==> config.mk <==
export PLATFORM = sky130hd
export DESIGN_NAME = ssp_engine
export DESIGN_NICKNAME = d
export VERILOG_FILES = /design/src/rtl/ssp_pkg.sv /design/src/rtl/ssp_datapath.sv /design/src/rtl/ssp_ctrl.sv /design/src/rtl/ssp_engine.sv
export SDC_FILE = /design/constraint.sdc
export NUM_CORES = 1
export LEC_CHECK = 0
export ABC_AREA = 1
export ABC_CLOCK_PERIOD_IN_PS = 1800
export BUFFER_PORTS_ARGS = -buffer_cell sky130_fd_sc_hd__buf_2
export CAP_MARGIN = 40
export CELL_PAD_IN_SITES_DETAIL_PLACEMENT = 2
export CELL_PAD_IN_SITES_GLOBAL_PLACEMENT = 2
export CORE_ASPECT_RATIO = 1.4
export CORE_MARGIN = 8
export CORE_UTILIZATION = 33
export DETAILED_ROUTE_END_ITERATION = 8
export PLACE_DENSITY = 0.89
export SETUP_SLACK_MARGIN = 0.1
export SYNTH_ARGS = -nofsm -noshare
export SYNTH_HDL_FRONTEND = slang
export SYNTH_SLANG_ARGS = --single-unit
==> constraint.sdc <==
create_clock -name clk -period 1.8 [get_ports clk]
set_clock_uncertainty 0.05 [all_clocks]
set_input_delay 0.18 -clock clk [delete_from_list [all_inputs] [get_ports clk]]
set_output_delay 0.18 -clock clk [all_outputs]
set_load 0.005 [all_outputs]
==> src/rtl/ssp_pkg.sv <==
package ssp_pkg;

  // Strobes issued by the control FSM to the datapath.
  typedef struct packed {
    logic load;      // capture next transmit word, arm bit counter
    logic launch;    // start driving the data line
    logic shiftTx;   // present the next transmit bit
    logic sampleRx;  // take one received bit
    logic dropOe;    // stop driving the data line
  } sspStrobe_t;

  typedef enum logic [1:0] {
    ST_IDLE = 2'd0,
    ST_ARM  = 2'd1,
    ST_DATA = 2'd2
  } sspState_t;

endpackage

==> src/rtl/ssp_datapath.sv <==
module ssp_datapath
  import ssp_pkg::*;
#(
  parameter int DATA_W      = 16,
  parameter int SYNC_STAGES = 2,
  localparam int LEN_W      = $clog2(DATA_W)
) (
  input  logic              clk,
  input  logic              rstN,
  input  logic              isMaster,
  input  logic [LEN_W-1:0]  frameLen,
  input  logic [DATA_W-1:0] txWord,
  input  logic              txAvail,
  input  logic              sclkIn,
  input  logic              frmIn,
  input  logic              rxdIn,
  input  sspStrobe_t        strb,
  output logic              sRise,
  output logic              sFall,
  output logic              sFrm,
  output logic              cntZero,
  output logic              txd,
  output logic              txOe,
  output logic [DATA_W-1:0] rxWord,
  output logic              rxPush
);

  localparam int          MIN_BITS = 4;
  localparam logic [LEN_W-1:0] MIN_CODE = LEN_W'(MIN_BITS - 1);

  // Synchronizer chain for {clock, frame, data} of the slave side.
  logic [2:0] syncQ [SYNC_STAGES];

  for (genvar g = 0; g < SYNC_STAGES; g++) begin : g_sync
    always_ff @(posedge clk or negedge rstN) begin
      if (!rstN) begin
        syncQ[g] <= '0;
      end else if (g == 0) begin
        syncQ[g] <= {sclkIn, frmIn, rxdIn};
      end else begin
        syncQ[g] <= syncQ[(g == 0) ? 0 : g - 1];
      end
    end
  end

  logic sclkSync, rxdSync, sclkPrev;
  assign sclkSync = syncQ[SYNC_STAGES-1][2];
  assign sFrm     = syncQ[SYNC_STAGES-1][1];
  assign rxdSync  = syncQ[SYNC_STAGES-1][0];

  always_ff @(posedge clk or negedge rstN) begin
    if (!rstN) sclkPrev <= 1'b0;
    else       sclkPrev <= sclkSync;
  end

  assign sRise = sclkSync & ~sclkPrev;
  assign sFall = ~sclkSync & sclkPrev;

  // Effective length code, clamped to the minimum word size.
  logic [LEN_W-1:0] lenCode;
  assign lenCode = (frameLen < MIN_CODE) ? MIN_CODE : frameLen;

  logic [DATA_W-1:0] txShift, rxShift;
  logic [LEN_W-1:0]  bitCnt;
  logic              oeReg, pushReg;
  logic              rxBit;

  assign rxBit = isMaster ? rxdIn : rxdSync;

  always_ff @(posedge clk or negedge rstN) begin
    if (!rstN) begin
      txShift <= '0;
      rxShift <= '0;
      bitCnt  <= '0;
      oeReg   <= 1'b0;
      pushReg <= 1'b0;
    end else begin
      pushReg <= strb.sampleRx & cntZero;
      if (strb.load) begin
        txShift <= txAvail ? txWord : '0;
        rxShift <= '0;
        bitCnt  <= lenCode;
      end
      if (strb.launch)  oeReg   <= 1'b1;
      if (strb.shiftTx) txShift <= {txShift[DATA_W-2:0], 1'b0};
      if (strb.sampleRx) begin
        rxShift <= {rxShift[DATA_W-2:0], rxBit};
        if (!cntZero) bitCnt <= bitCnt - 1'b1;
      end
      if (strb.dropOe)  oeReg   <= 1'b0;
    end
  end

  assign cntZero = (bitCnt == '0);
  assign txd     = oeReg & txShift[lenCode];
  assign txOe    = oeReg;
  assign rxWord  = rxShift;
  assign rxPush  = pushReg;

endmodule

==> src/rtl/ssp_ctrl.sv <==
module ssp_ctrl
  import ssp_pkg::*;
(
  input  logic       clk,
  input  logic       rstN,
  input  logic       isMaster,
  input  logic       bitTick,
  input  logic       txAvail,
  input  logic       sRise,
  input  logic       sFall,
  input  logic       sFrm,
  input  logic       cntZero,
  output sspStrobe_t strb,
  output logic       txPop,
  output logic       sclkOut,
  output logic       frmOut
);

  sspState_t state;
  logic      doneReg, sclkReg, frmReg;
  logic      mStart, mRise, mFall;
  logic      rise, fall, frameAtRise;

  // Master-side serial clock events, one per bitTick.
  assign mStart = isMaster & bitTick & ~sclkReg & ~frmReg &
                  (state == ST_IDLE) & txAvail;
  assign mRise  = isMaster & bitTick & ~sclkReg &
                  ((state != ST_IDLE) | frmReg);
  assign mFall  = isMaster & bitTick & sclkReg;

  assign rise        = isMaster ? mRise  : sRise;
  assign fall        = isMaster ? mFall  : sFall;
  assign frameAtRise = isMaster ? frmReg : sFrm;

  always_comb begin
    strb  = '0;
    txPop = 1'b0;
    unique case (state)
      ST_IDLE: begin
        if (rise && frameAtRise) begin
          strb.load = 1'b1;
          txPop     = txAvail;
        end
      end
      ST_ARM: begin
        if (fall) strb.launch = 1'b1;
      end
      ST_DATA: begin
        if (rise) begin
          strb.sampleRx = 1'b1;
        end else if (fall) begin
          if (doneReg) strb.dropOe  = 1'b1;
          else         strb.shiftTx = 1'b1;
        end
      end
      default: ;
    endcase
  end

  always_ff @(posedge clk or negedge rstN) begin
    if (!rstN) begin
      state   <= ST_IDLE;
      doneReg <= 1'b0;
    end else begin
      if (strb.load)                state   <= ST_ARM;
      if (strb.launch)              state   <= ST_DATA;
      if (strb.dropOe)              state   <= ST_IDLE;
      if (strb.load)                doneReg <= 1'b0;
      if (strb.sampleRx && cntZero) doneReg <= 1'b1;
    end
  end

  always_ff @(posedge clk or negedge rstN) begin
    if (!rstN) begin
      sclkReg <= 1'b0;
      frmReg  <= 1'b0;
    end else if (!isMaster) begin
      sclkReg <= 1'b0;
      frmReg  <= 1'b0;
    end else begin
      if (mStart) frmReg  <= 1'b1;
      if (mRise)  sclkReg <= 1'b1;
      if (mFall) begin
        sclkReg <= 1'b0;
        frmReg  <= 1'b0;
      end
    end
  end

  assign sclkOut = sclkReg;
  assign frmOut  = frmReg;

endmodule

==> src/rtl/ssp_engine.sv <==
module ssp_engine
  import ssp_pkg::*;
#(
  parameter int DATA_W      = 16,
  parameter int SYNC_STAGES = 2,
  localparam int LEN_W      = $clog2(DATA_W)
) (
  input  logic              clk,
  input  logic              rstN,
  input  logic              isMaster,
  input  logic [LEN_W-1:0]  frameLen,
  input  logic              bitTick,
  input  logic [DATA_W-1:0] txWord,
  input  logic              txAvail,
  output logic              txPop,
  output logic [DATA_W-1:0] rxWord,
  output logic              rxPush,
  input  logic              sclkIn,
  input  logic              frmIn,
  input  logic              rxdIn,
  output logic              sclkOut,
  output logic              frmOut,
  output logic              ctlOe,
  output logic              txd,
  output logic              txOe
);

  sspStrobe_t strb;
  logic       sRise, sFall, sFrm, cntZero;

  ssp_ctrl u_ctrl (
    .clk      (clk),
    .rstN     (rstN),
    .isMaster (isMaster),
    .bitTick  (bitTick),
    .txAvail  (txAvail),
    .sRise    (sRise),
    .sFall    (sFall),
    .sFrm     (sFrm),
    .cntZero  (cntZero),
    .strb     (strb),
    .txPop    (txPop),
    .sclkOut  (sclkOut),
    .frmOut   (frmOut)
  );

  ssp_datapath #(
    .DATA_W      (DATA_W),
    .SYNC_STAGES (SYNC_STAGES)
  ) u_dp (
    .clk      (clk),
    .rstN     (rstN),
    .isMaster (isMaster),
    .frameLen (frameLen),
    .txWord   (txWord),
    .txAvail  (txAvail),
    .sclkIn   (sclkIn),
    .frmIn    (frmIn),
    .rxdIn    (rxdIn),
    .strb     (strb),
    .sRise    (sRise),
    .sFall    (sFall),
    .sFrm     (sFrm),
    .cntZero  (cntZero),
    .txd      (txd),
    .txOe     (txOe),
    .rxWord   (rxWord),
    .rxPush   (rxPush)
  );

  assign ctlOe = isMaster;

endmodule

# --- Word level (Yosys, flattened, before mapping) ---
# Cells that the tools add are included.
word_totals:
  regBits: 50
  in_bits: 28
op_classes:
  addsub: 1
  n_lt_le_gt_ge: 2
  eq_ne: 4
  muxes: 42
  bitwise_logic: 16
  n_reduce_logical: 10
op_table:
  columns: ["cell", "n"]
  rows:
  - ["2-to-1 mux 16 bit", 5]
  - ["2-to-1 mux 1 bit", 28]
  - ["2-to-1 mux 4 bit", 4]
  - ["AND 1 bit", 11]
  - ["nonzero test 2 bit", 5]
  - ["2-to-1 mux 2 bit", 3]
  - ["inequality test 3 x 1 -> 1 bit (second input constant)", 2]
  - ["less-than comparator 4 x 5 -> 1 bit (second input constant)", 1]
  - ["binary-select mux 1 bit (select 4 bit)", 1]
  - ["zero test 4 bit", 1]
  - ["less-than comparator 4 x 2 -> 1 bit (second input constant)", 1]
  - ["NOT 1 bit", 4]
  - ["subtractor 4 x 1 -> 4 bit (second input constant)", 1]
  - ["2-to-1 mux 3 bit", 1]
  - ["nonzero test 3 bit", 1]
  - ["== test 2 x 1 -> 1 bit (second input constant)", 1]
  - ["== test 2 bit (second input constant)", 1]
  - ["logical AND 1 bit", 2]
  - ["zero test 2 bit", 1]
  - ["bitwise OR 1 bit", 1]

# --- Logic depth before layout (Yosys ltp) ---
# Gate-level depths: netlist of run 1.
depth:
  depth_word: 10
  depth_mapped: 10
  ltp_nobuf: 9

# --- Modules after synthesis ---
# From an unflattened synthesis of run 1, not the netlist that was laid out.
unflattened:
  hier_cells: 280
  hier_area_um2: 2367.3
by_module_without_submodules:
  columns: ["mod", "instances", "cells_per_inst", "area_each_um2", "seq_area_each_um2"]
  rows:
  - ["ssp_datapath", 1, 228, 1999.4, 1126.1]
  - ["ssp_ctrl", 1, 51, 360.3, 125.1]
  - ["ssp_engine", 1, 1, 7.5, 0.0]

# --- Worst setup path after synthesis of run 1 ---
# No wires, ideal clock.
synth_timing:
  path_kind: "register -> register"
  startpoint: "register u_ctrl.state[0]"
  endpoint: "register u_dp.bitCnt[1]"
  setup_time_ns: 0.128
  t_arrival_ns: 1.264
  required_ns: 1.622
  path_slack_ns: 0.359
  stages_incl_launch_ff: 10
  path_buffers: 1
  period_less_slack_ns: 1.441
  path_cell_list: "dfrtp_1 inv_1 nand2_1 o21ai_2 nand2_4 nand2_8 buf_4 nand2_1 nand3_1 o21ai_0"
synth_between:
  elab_chain_len: 10
  word_cells_on_any_way: 14
  classes_between: "eq/ne (1); mux (8); bitwise (2); reduce/logical (3)"
synth_lines:
  columns: ["item", "line", "source"]
  rows:
  - ["from (decl)", "ssp_ctrl.sv:19", "sspState_t state;"]
  - ["from (signal assigned)", "ssp_ctrl.sv:62", "state <= ST_IDLE;"]
  - ["from (signal assigned)", "ssp_ctrl.sv:65", "if (strb.load) state <= ST_ARM;"]
  - ["from (signal assigned)", "ssp_ctrl.sv:66", "if (strb.launch) state <= ST_DATA;"]
  - ["nonzero test 2 bit", "ssp_ctrl.sv:28", "((state != ST_IDLE) | frmReg);"]
  - ["bitwise OR 1 bit", "ssp_ctrl.sv:28", null]
  - ["AND 1 bit", "ssp_ctrl.sv:27", "assign mRise = isMaster & bitTick & ~sclkReg &"]
  - ["2-to-1 mux 1 bit", "ssp_ctrl.sv:31", "assign rise = isMaster ? mRise : sRise;"]
  - ["logical AND 1 bit", "ssp_ctrl.sv:40", "if (rise && frameAtRise) begin"]
  - ["2-to-1 mux 1 bit", "ssp_ctrl.sv:40", null]
  - ["2-to-1 mux 1 bit", "ssp_ctrl.sv:38", "unique case (state)"]
  - ["2-to-1 mux 4 bit", "ssp_datapath.sv:79", "if (strb.load) begin"]
  - ["2-to-1 mux 4 bit", "ssp_datapath.sv:88", "if (!cntZero) bitCnt <= bitCnt - 1'b1;"]
  - ["2-to-1 mux 4 bit (*)", "ssp_datapath.sv:86", "if (strb.sampleRx) begin"]
  - ["to (signal assigned)", "ssp_datapath.sv:82", "bitCnt <= lenCode;"]
  - ["to (signal assigned)", "ssp_datapath.sv:88", null]
  - ["to (decl)", "ssp_datapath.sv:64", "logic [LEN_W-1:0] bitCnt;"]
# Every way passes the cells marked *; elsewhere a longest branch is shown, timed or not.
# A chain may end at the register's enable or synchronous reset.

# --- Worst setup path after layout of run 1 ---
layout_timing:
  startpoint: "register u_dp.bitCnt[1]"
  endpoint: "register u_dp.bitCnt[1]"
layout_between:
  elab_chain_len: 3
  word_cells_on_any_way: 5
  classes_between: "add/sub (1); mux (3); reduce/logical (1)"
layout_lines:
  columns: ["item", "line"]
  rows:
  - ["subtractor 4 x 1 -> 4 bit (tied with other cells)", "ssp_datapath.sv:88"]
  - ["2-to-1 mux 4 bit", "ssp_datapath.sv:88"]
  - ["2-to-1 mux 4 bit (*)", "ssp_datapath.sv:86"]
# Marks and branches as above.

==> results list, run 1 <==
- Outcome: finished clean
- Synth top cells by count: nand3_1, dfrtp_1, nand2_1
- The cell sitting at the root of the clock tree is a clkbuf_8.
* I/O Buffers: 50
* Power density over the cells: 1420 nW/um^2
- Critical setup path kind: flop to flop
* Footprint of the flip-flops and latches: 1250 um^2
- Final max-slew violation count: 0
- Max Root-Sink Buffers: 2
- Endpoint type of the worst setup path: flop
- After global routing the overflow that remains totals 0.
- Synth Area in Compound Gates: 7.47%
- Across the VDD grid, the largest voltage drop is 663 uV.
- Setup violations remaining at the end of the flow were counted as 0.
* Maximum number of pins on one net before global-route repair: 29
- CTS H-tree depth: 2
- Clock-pin slew was measured on the worst setup and hold paths at 110 ps.
- Along the worst hold path, the cell count comes to 3.
- Final worst setup slack: 22.7 ps
* Total number of clock tree sinks: 50
- Yosys mapped a number of flops with a built-in enable equal to 0.
* Library cell with the largest summed area after synthesis: dfrtp_1
- Classification of the worst-slack hold path: primary input to flop
- Summing all multi-input logic gate instances after layout gives 1050 um^2.
* Synthesized flop and latch total: 50
* Ports: 51
- Among all cell types in the netlist, the one instantiated most often is nand3_1.
* Worst hold margin: 17.1 ps
- The number of antenna diodes in the final layout is 0.
- Data required, critical path: 1930 ps
* Routed Wire Length: 9150 um
* Clock insertion delay at the later pin of the skew report: 320 ps
- In this run, placement finished with an instance count of 413.
- By area, the combinational part of the netlist is dominated by simple AND/OR/NAND/NOR gates.
* Placed wire-length estimate: 5780 um
- Number of fillers in the final layout: 856
* Shortest clock period the worst path allows after layout: 1780 ps
- Iteration-0 DRC count of the detailed router: 54
- At the pin with the least slew margin, the transition time is 615 ps.
- Number of global-route vias before repair: 2,653
- Overall track demand over capacity in global routing: 17.5%
- After Yosys synthesis, and, or, nand and nor cells account for 31.6% of the synthesized area.
- Routability-driven placement finished with a final weighted congestion of 0.751.
* CTS tree: built
- Counting every instance in the synthesized netlist gives 271.
- For this configuration, the core starts out at a cell density of 33.7%.
- Count of yosys warnings during synthesis: 0
* Placement Rows: 37
* Post-synthesis async set-or-reset flop share: 100%
- The pre-antenna-repair detailed-routing pass consisted of 4 iterations.
* Sequential element share of the synthesized area: 50.8%
- The worst register-to-register path has a depth of 7.
- Measured along the y axis, the die boundary spans 118 um.
* Kind of launch point of the worst setup path: flop
- Non-filler cells, final: 439
* Core area: 7310 um^2
* Post-route DRC: 0
- In this run the static leakage power is 1.66 nW.
- Share of synthesized cell area in full adder, half adder and majority cells: 0.508%
- Synth top area share: 50.8%
- The die is 89.0 um wide.
- In this run, CTS created clock tree buffers numbering 5.
* Nets: 370
- Mapped Nets: 300
- The floorplan step defined a die boundary enclosing 10,500 um^2.
- Count of vias placed by the detailed router: 2,217
* Fin crit share: 98.7%
* Per-instance average area after synthesis: 9.09 um^2
* Xor/xnor cell area share of the yosys netlist: 0.356%
- Measured against the total synthesized area, the mux share comes to 0.406%.
- For this run, the top clock speed supported by timing is 0.563 GHz.
* Final Power: 4.47 mW
* Area growth syn-to-layout: 27.7%
* Netlist area before placement: 2460 um^2
- For this run, the leading register cell type out of synthesis is dfrtp_1.
* Top cells by area, synth: dfrtp_1, nand3_1, nand3_2, nand2_1, inv_1
* Worst slew slack as a fraction of its limit: 59.0%
- The hold violation count in the final report is 0.
- Sum of negative setup slack: 0 ps
* Setup repair after global routing missed its margin: yes
- Share of final-layout standard cells stronger than drive strength 1: 36.3%
- The detail route stage leaves a number of antenna-violating nets equal to 0.
- In the routed layout, each cell is associated on average with a via count of 5.05.
- In the final routed layout, each cell accounts on average for 20.8 um.
- Post-Place Worst Slack: 70.8 ps
- The first global-routing pass estimated 14,200 um of wire.
- For the worst setup path, the data arrival time is 1910 ps.
* Count of maximum capacitance violations: 0
- Cell variety after synth: 26
* Crit Path Max Fanout: 7
* Number of antenna violations at the first check in global routing: 0
## critical path, stage by stage (launching register included)
cell and delay, ps:
dfrtp_1 440, inv_1 100, ha_1 190, inv_1 100, nor2_2 60, nand2_1 180
nand3_4 140, o21ai_0 380
## worst paths after layout
path,from,end,slack [ps]
worst max-delay path,u_dp.bitCnt[1],u_dp.bitCnt[1],20
worst min-delay path,txWord[0],u_dp.txShift[0],20
worst max register to register,u_dp.bitCnt[1],u_dp.bitCnt[1],20
worst min register to register,u_dp.syncQ[4],u_dp.sFrm,310
max in group asynchronous,rstN,u_dp.txShift[0],740
min in group asynchronous,rstN,u_dp.sclkSync,360
## cell families (layout without fill, tap and decap cells)
family / count (synthesis) / count (layout)
simple gates: 141 / 141
fa+ha+maj: 1 / 1
compound gates: 30 / 30
xor+xnor: 1 / 1
mux: 1 / 1
flops: 50 / 50
buf+inv: 47 / 118
## registers in the layout, summed over array words and instances, names as in the netlist, 2 cells and up
signal	cells
u_ctrl.state	2
u_dp.bitCnt	4
u_dp.rxWord	16
u_dp.syncQ	3
u_dp.txShift	16
## area by class of cell
type | instances | share of cell area [%]
sequential | 50 | 39.8
multi-input combinational | 174 | 33.5
timing repair buffer | 73 | 14.9
inverter | 37 | 4.42
tap | 97 | 3.86
clock buffer | 5 | 2.19
clock inverter | 3 | 1.39
## metal layers
metal	vias to the layer above	track usage [%]	part of all wire, %
met2	40	32.2	58
met4	0	6.17	1.7
met1	1136	18.1	36
met5	-	0	0
met3	12	4.58	4.3
li1	1029	-	-
## placed cells by master (no fill, tap or decap), types with 2 or more instances in the layout
| cell type | n |
|---|---|
| dfrtp_1 | 50 |
| nand3_1 | 49 |
| buf_2 | 49 |
| nand2_1 | 42 |
| inv_1 | 33 |
| nand3_2 | 18 |
| buf_4 | 16 |
| o22ai_1 | 14 |
| nand2_2 | 11 |
| nor2_1 | 10 |
| o21ai_0 | 9 |
| clkbuf_8 | 5 |
| inv_2 | 4 |
| nand2_4 | 4 |
| dlygate4sd3_1 | 4 |
| a21oi_1 | 3 |
| nor2_2 | 2 |
| buf_6 | 2 |
| buf_12 | 2 |
## per-stage QoR
| step | util, % | instance area (um^2) |
|---|---|---|
| final | 43.0 | 3150 |
| after global routing | 43.0 | 3150 |
| after CTS | 41.7 | 3050 |
| after detailed placement | 38.4 | 2810 |
| after global placement | 38.4 | 2810 |
| after floorplan | - | 2460 |
## power breakdown
| part | internal (mW) | switching (mW) | leakage, nW |
|---|---|---|---|
| clock | 0.418 | 0.438 | 0.0585 |
| sequential | 1.51 | 0.328 | 0.648 |
| combinational | 0.690 | 1.09 | 0.957 |
| total | 2.62 | 1.85 | 1.66 |
## what timing repair did
action,in CTS,in global routing
resized for setup,6,15
setup endpoints to repair,14,24
hold endpoints to repair,25,0
pin swaps,6,4
setup buffers,10,4
hold buffers,4,0
Power figures use the tool's default switching activity.
==> inputs of run 2 (changes only) <==
Settings changed: ABC_AREA 1 to unset, CORE_UTILIZATION 33 to 35, PLACE_DENSITY 0.89 to 0.87.
==> results list, run 2 <==
- Synth top area share: 55.3% (+4.6 points)
- The I/O pin count came to 51 (unchanged).
- Setup repair after global routing could not meet its margin everywhere.
* Final Power: 3.70 mW (-17%)
- The count of flip-flops with a built-in enable after synthesis came to 0 (unchanged).
- The count of distinct cell types in the synthesized netlist is 39 (+50%).
- The minimum period implied by the final worst setup slack is 2010 ps (+228 ps).
- Synth top cells by count: dfrtp_1, a22o_1, a21o_1
- Combined area of the multi-input logic cells: 970 um^2 (-8.0%)
- The pre-CTS setup slack came to 33.3 ps (-37.5 ps).
- The total power divided by cell area came to 1200 nW/um^2 (-16%).
- Total number of clock tree sinks: 50 (unchanged)
- Routed Wire Length: 8280 um (-9.4%)
* Number of antenna violations at the first check in global routing: 0 (unchanged)
- Post-placement cell count: 304 (-26%)
- Fin crit share: 111% (+13 points)
* Average vias per placed instance: 5.69 (+13%)
- The number of design-rule violations left by the first detailed-router iteration is 51 (-5.6%).
- Share of final-layout standard cells stronger than drive strength 1: 42.1% (+5.8 points)
- The clock transition at the registers of the reported paths is 100 ps (about the same).
* Final Wtd Congestion: 0.767 (+2.0%)
- The worst setup path is captured at a flop.
- The worst setup path is of the flop to flop kind.
* Global-route wire length before repair: 12,700 um (-11%)
* Area growth syn-to-layout: 36.5%
- Classification of the worst-slack hold path: primary input to flop
- The arrival time reported for the critical path endpoint is 2210 ps (+300 ps).
- Ranked by total cell area, the synthesized netlist is headed by dfrtp_1, a22o_1, a21o_1, mux2i_1, mux4_2.
* Total inserted antenna cells: 0 (unchanged)
- The number of input and output port buffers inserted was 50 (unchanged).
- Post-route antenna net violation count: 0 (unchanged)
- TritonCTS Buffers: 5 (unchanged)
- Summed over all instances, the cell type with the most area after synthesis is dfrtp_1.
- Synthesized flop and latch total: 50 (unchanged)
- The detailed-route via count came to 1,922 (-13%).
* Clock root cell: clkbuf_8
* Worst hold margin: 73.5 ps (+56.4 ps)
- The cell area after technology mapping came to 2260 um^2 (-8.2%).
- The worst-case clock buffer depth is 2 (unchanged).
* Final worst setup slack: -206 ps (-228 ps)
- Mapped Nets: 206 (-31%)
* Number of fillers in the final layout: 640 (-25%)
- Remaining global-route overflow: 0 (unchanged)
- Average wire per cell in the routed design: 24.5 um (+18%)
* Maximum number of pins on one net before global-route repair: 51 (+76%)
* Outcome: complete, but fails checks
* Actual slew at the worst max-slew pin: 392 ps (-223 ps)
* Placement Rows: 34 (-8.1%)
* CTS tree: built
- Kind of launch point of the worst setup path: flop
- The initial standard-cell utilization of the core is 36.2% (+2.5 points).
- Non-filler cells, final: 338 (-23%)
- The core area was 6250 um^2 (-15%).
- The die outline width came to 83.9 um (-5.7%).
* Dominant synthesized flop cell: dfrtp_1
* Post-Layout Inst Area: 3090 um^2 (-1.9%)
* Count of maximum capacitance violations: 0 (unchanged)
- Sum of negative setup slack: -2780 ps (-2780 ps)
- The share of flip-flops with an asynchronous set or reset came to 100% (unchanged).
- The overall die height came to 111 um (-6.0%).
* Max VDD drop: 612 uV (-7.7%)
* First drt pass iteration count: 4 (unchanged)
* Post-route DRC: 0 (unchanged)
- The Yosys warning count is 0 (unchanged).
* Static leakage power: 1.64 nW (-1.5%)
- Highest clock frequency the design can meet: 0.499 GHz (-11%)
- The number of endpoints failing setup at the final stage is 31 (+31).
* Number of instances in the synthesized netlist: 177 (-35%)
- The hold violation count in the final report was 0 (unchanged).
* Footprint of the flip-flops and latches: 1250 um^2 (unchanged)
- R2r setup slk: -210 ps (-230 ps)
- Overall track demand over capacity in global routing: 17.1% (-0.46 points)
- The via count of the first global-routing pass was 2,239 (-16%).
- The final reports fail on setup timing.
- The largest fanout on the critical path is 12 (+5).
- The worst path required time came to 2000 ps (+70 ps).
- The H-tree depth reported by CTS was 2 (unchanged).
* Most instantiated library cell after synthesis: dfrtp_1
- Placed wire-length estimate: 4850 um (-16%)
- Nets: 294 (-21%)
* Per-instance average area after synthesis: 12.8 um^2 (+41%)
- The number of max-slew violations in the final report is 0 (unchanged).
- The placed cell area is 2700 um^2 (-3.8%).
* Most common cell after layout, fill and taps aside: dfrtp_1
- Worst slew slack as a fraction of its limit: 73.8% (+15 points)
* Die area: 9320 um^2 (-11%)
* Sequential element share of the synthesized area: 55.3% (+4.6 points)
* Clock insertion delay at the later pin of the skew report: 320 ps (about the same)
* Utilization after layout: 49.4% (+6.4 points)
- Leaving out fill and tap cells, the most frequent cells in the layout are dfrtp_1, buf_2, a22o_1.
==> run 2: changes by cell type after synthesis, sizes merged, moves of 4 or more <==
cell and delta:
mux2i +4, inv -32, nand3 -68, a21o +16, nand2 -51, o22ai -15, nor2 -9, a22o +32
o21ai -7
==> run 2: worst paths after layout <==
path	depth (start not counted)	endpoint	start
min	2	u_dp.txShift[0]	txWord[0]
min in group asynchronous	3	u_dp.rxWord[11]	rstN
max reg2reg	7	u_dp.txShift[4]	u_dp.sclkPrev
max in group asynchronous	3	u_dp.txShift[8]	rstN
min reg2reg	0	u_dp.rxdSync	u_dp.syncQ[3]
max	7	u_dp.txShift[4]	u_dp.sclkPrev
==> run 2: layout make-up <==
cell class | count | area share, %
sequential | 50 | 40.5
multi-input combinational | 114 | 31.4
timing repair buffer | 89 | 21.6
tap | 72 | 2.92
clock buffer | 5 | 2.23
clock inverter | 3 | 0.689
inverter | 5 | 0.608
==> run 2: what timing repair did <==
action	in CTS	in global routing
setup buffers	17	2
endpoints found under the setup margin	37	40
hold endpoints to repair	53	0
cloned	1	2
gates resized for setup	10	5
hold buffers	4	0
pin swaps	4	3
==> run 2: cells by family after synthesis <==
kind of cell	after synthesis	synth area share, %
flip-flops	50	55.3
buffers and inverters	14	3.76
multiplexers	9	5.20
AO/OA/AOI/OAI	73	27.5
AND/OR/NAND/NOR	30	7.64
adder cells (fa/ha/maj)	1	0.553
==> run 2: metal layers <==
metal	vias up	GRT usage, %	wire length (um)
met4	0	7.40	249
met1	1017	18.2	3130
met3	17	2.50	170
met5	-	0	0
li1	853	-	-
met2	35	31.9	4740
==> run 2: worst max-delay path, stage by stage (launching register included) <==
cell	delay [ps]
dfrtp_1	390
or3b_4	420
a2111oi_4	360
buf_12	160
buf_4	110
buf_8	130
a22o_1	200
a21o_1	130
==> run 2: power breakdown <==
part	switching (mW)	internal (mW)	total, mW
logic	0.654	0.693	1.35
registers	0.271	1.39	1.66
clock network	0.416	0.274	0.690
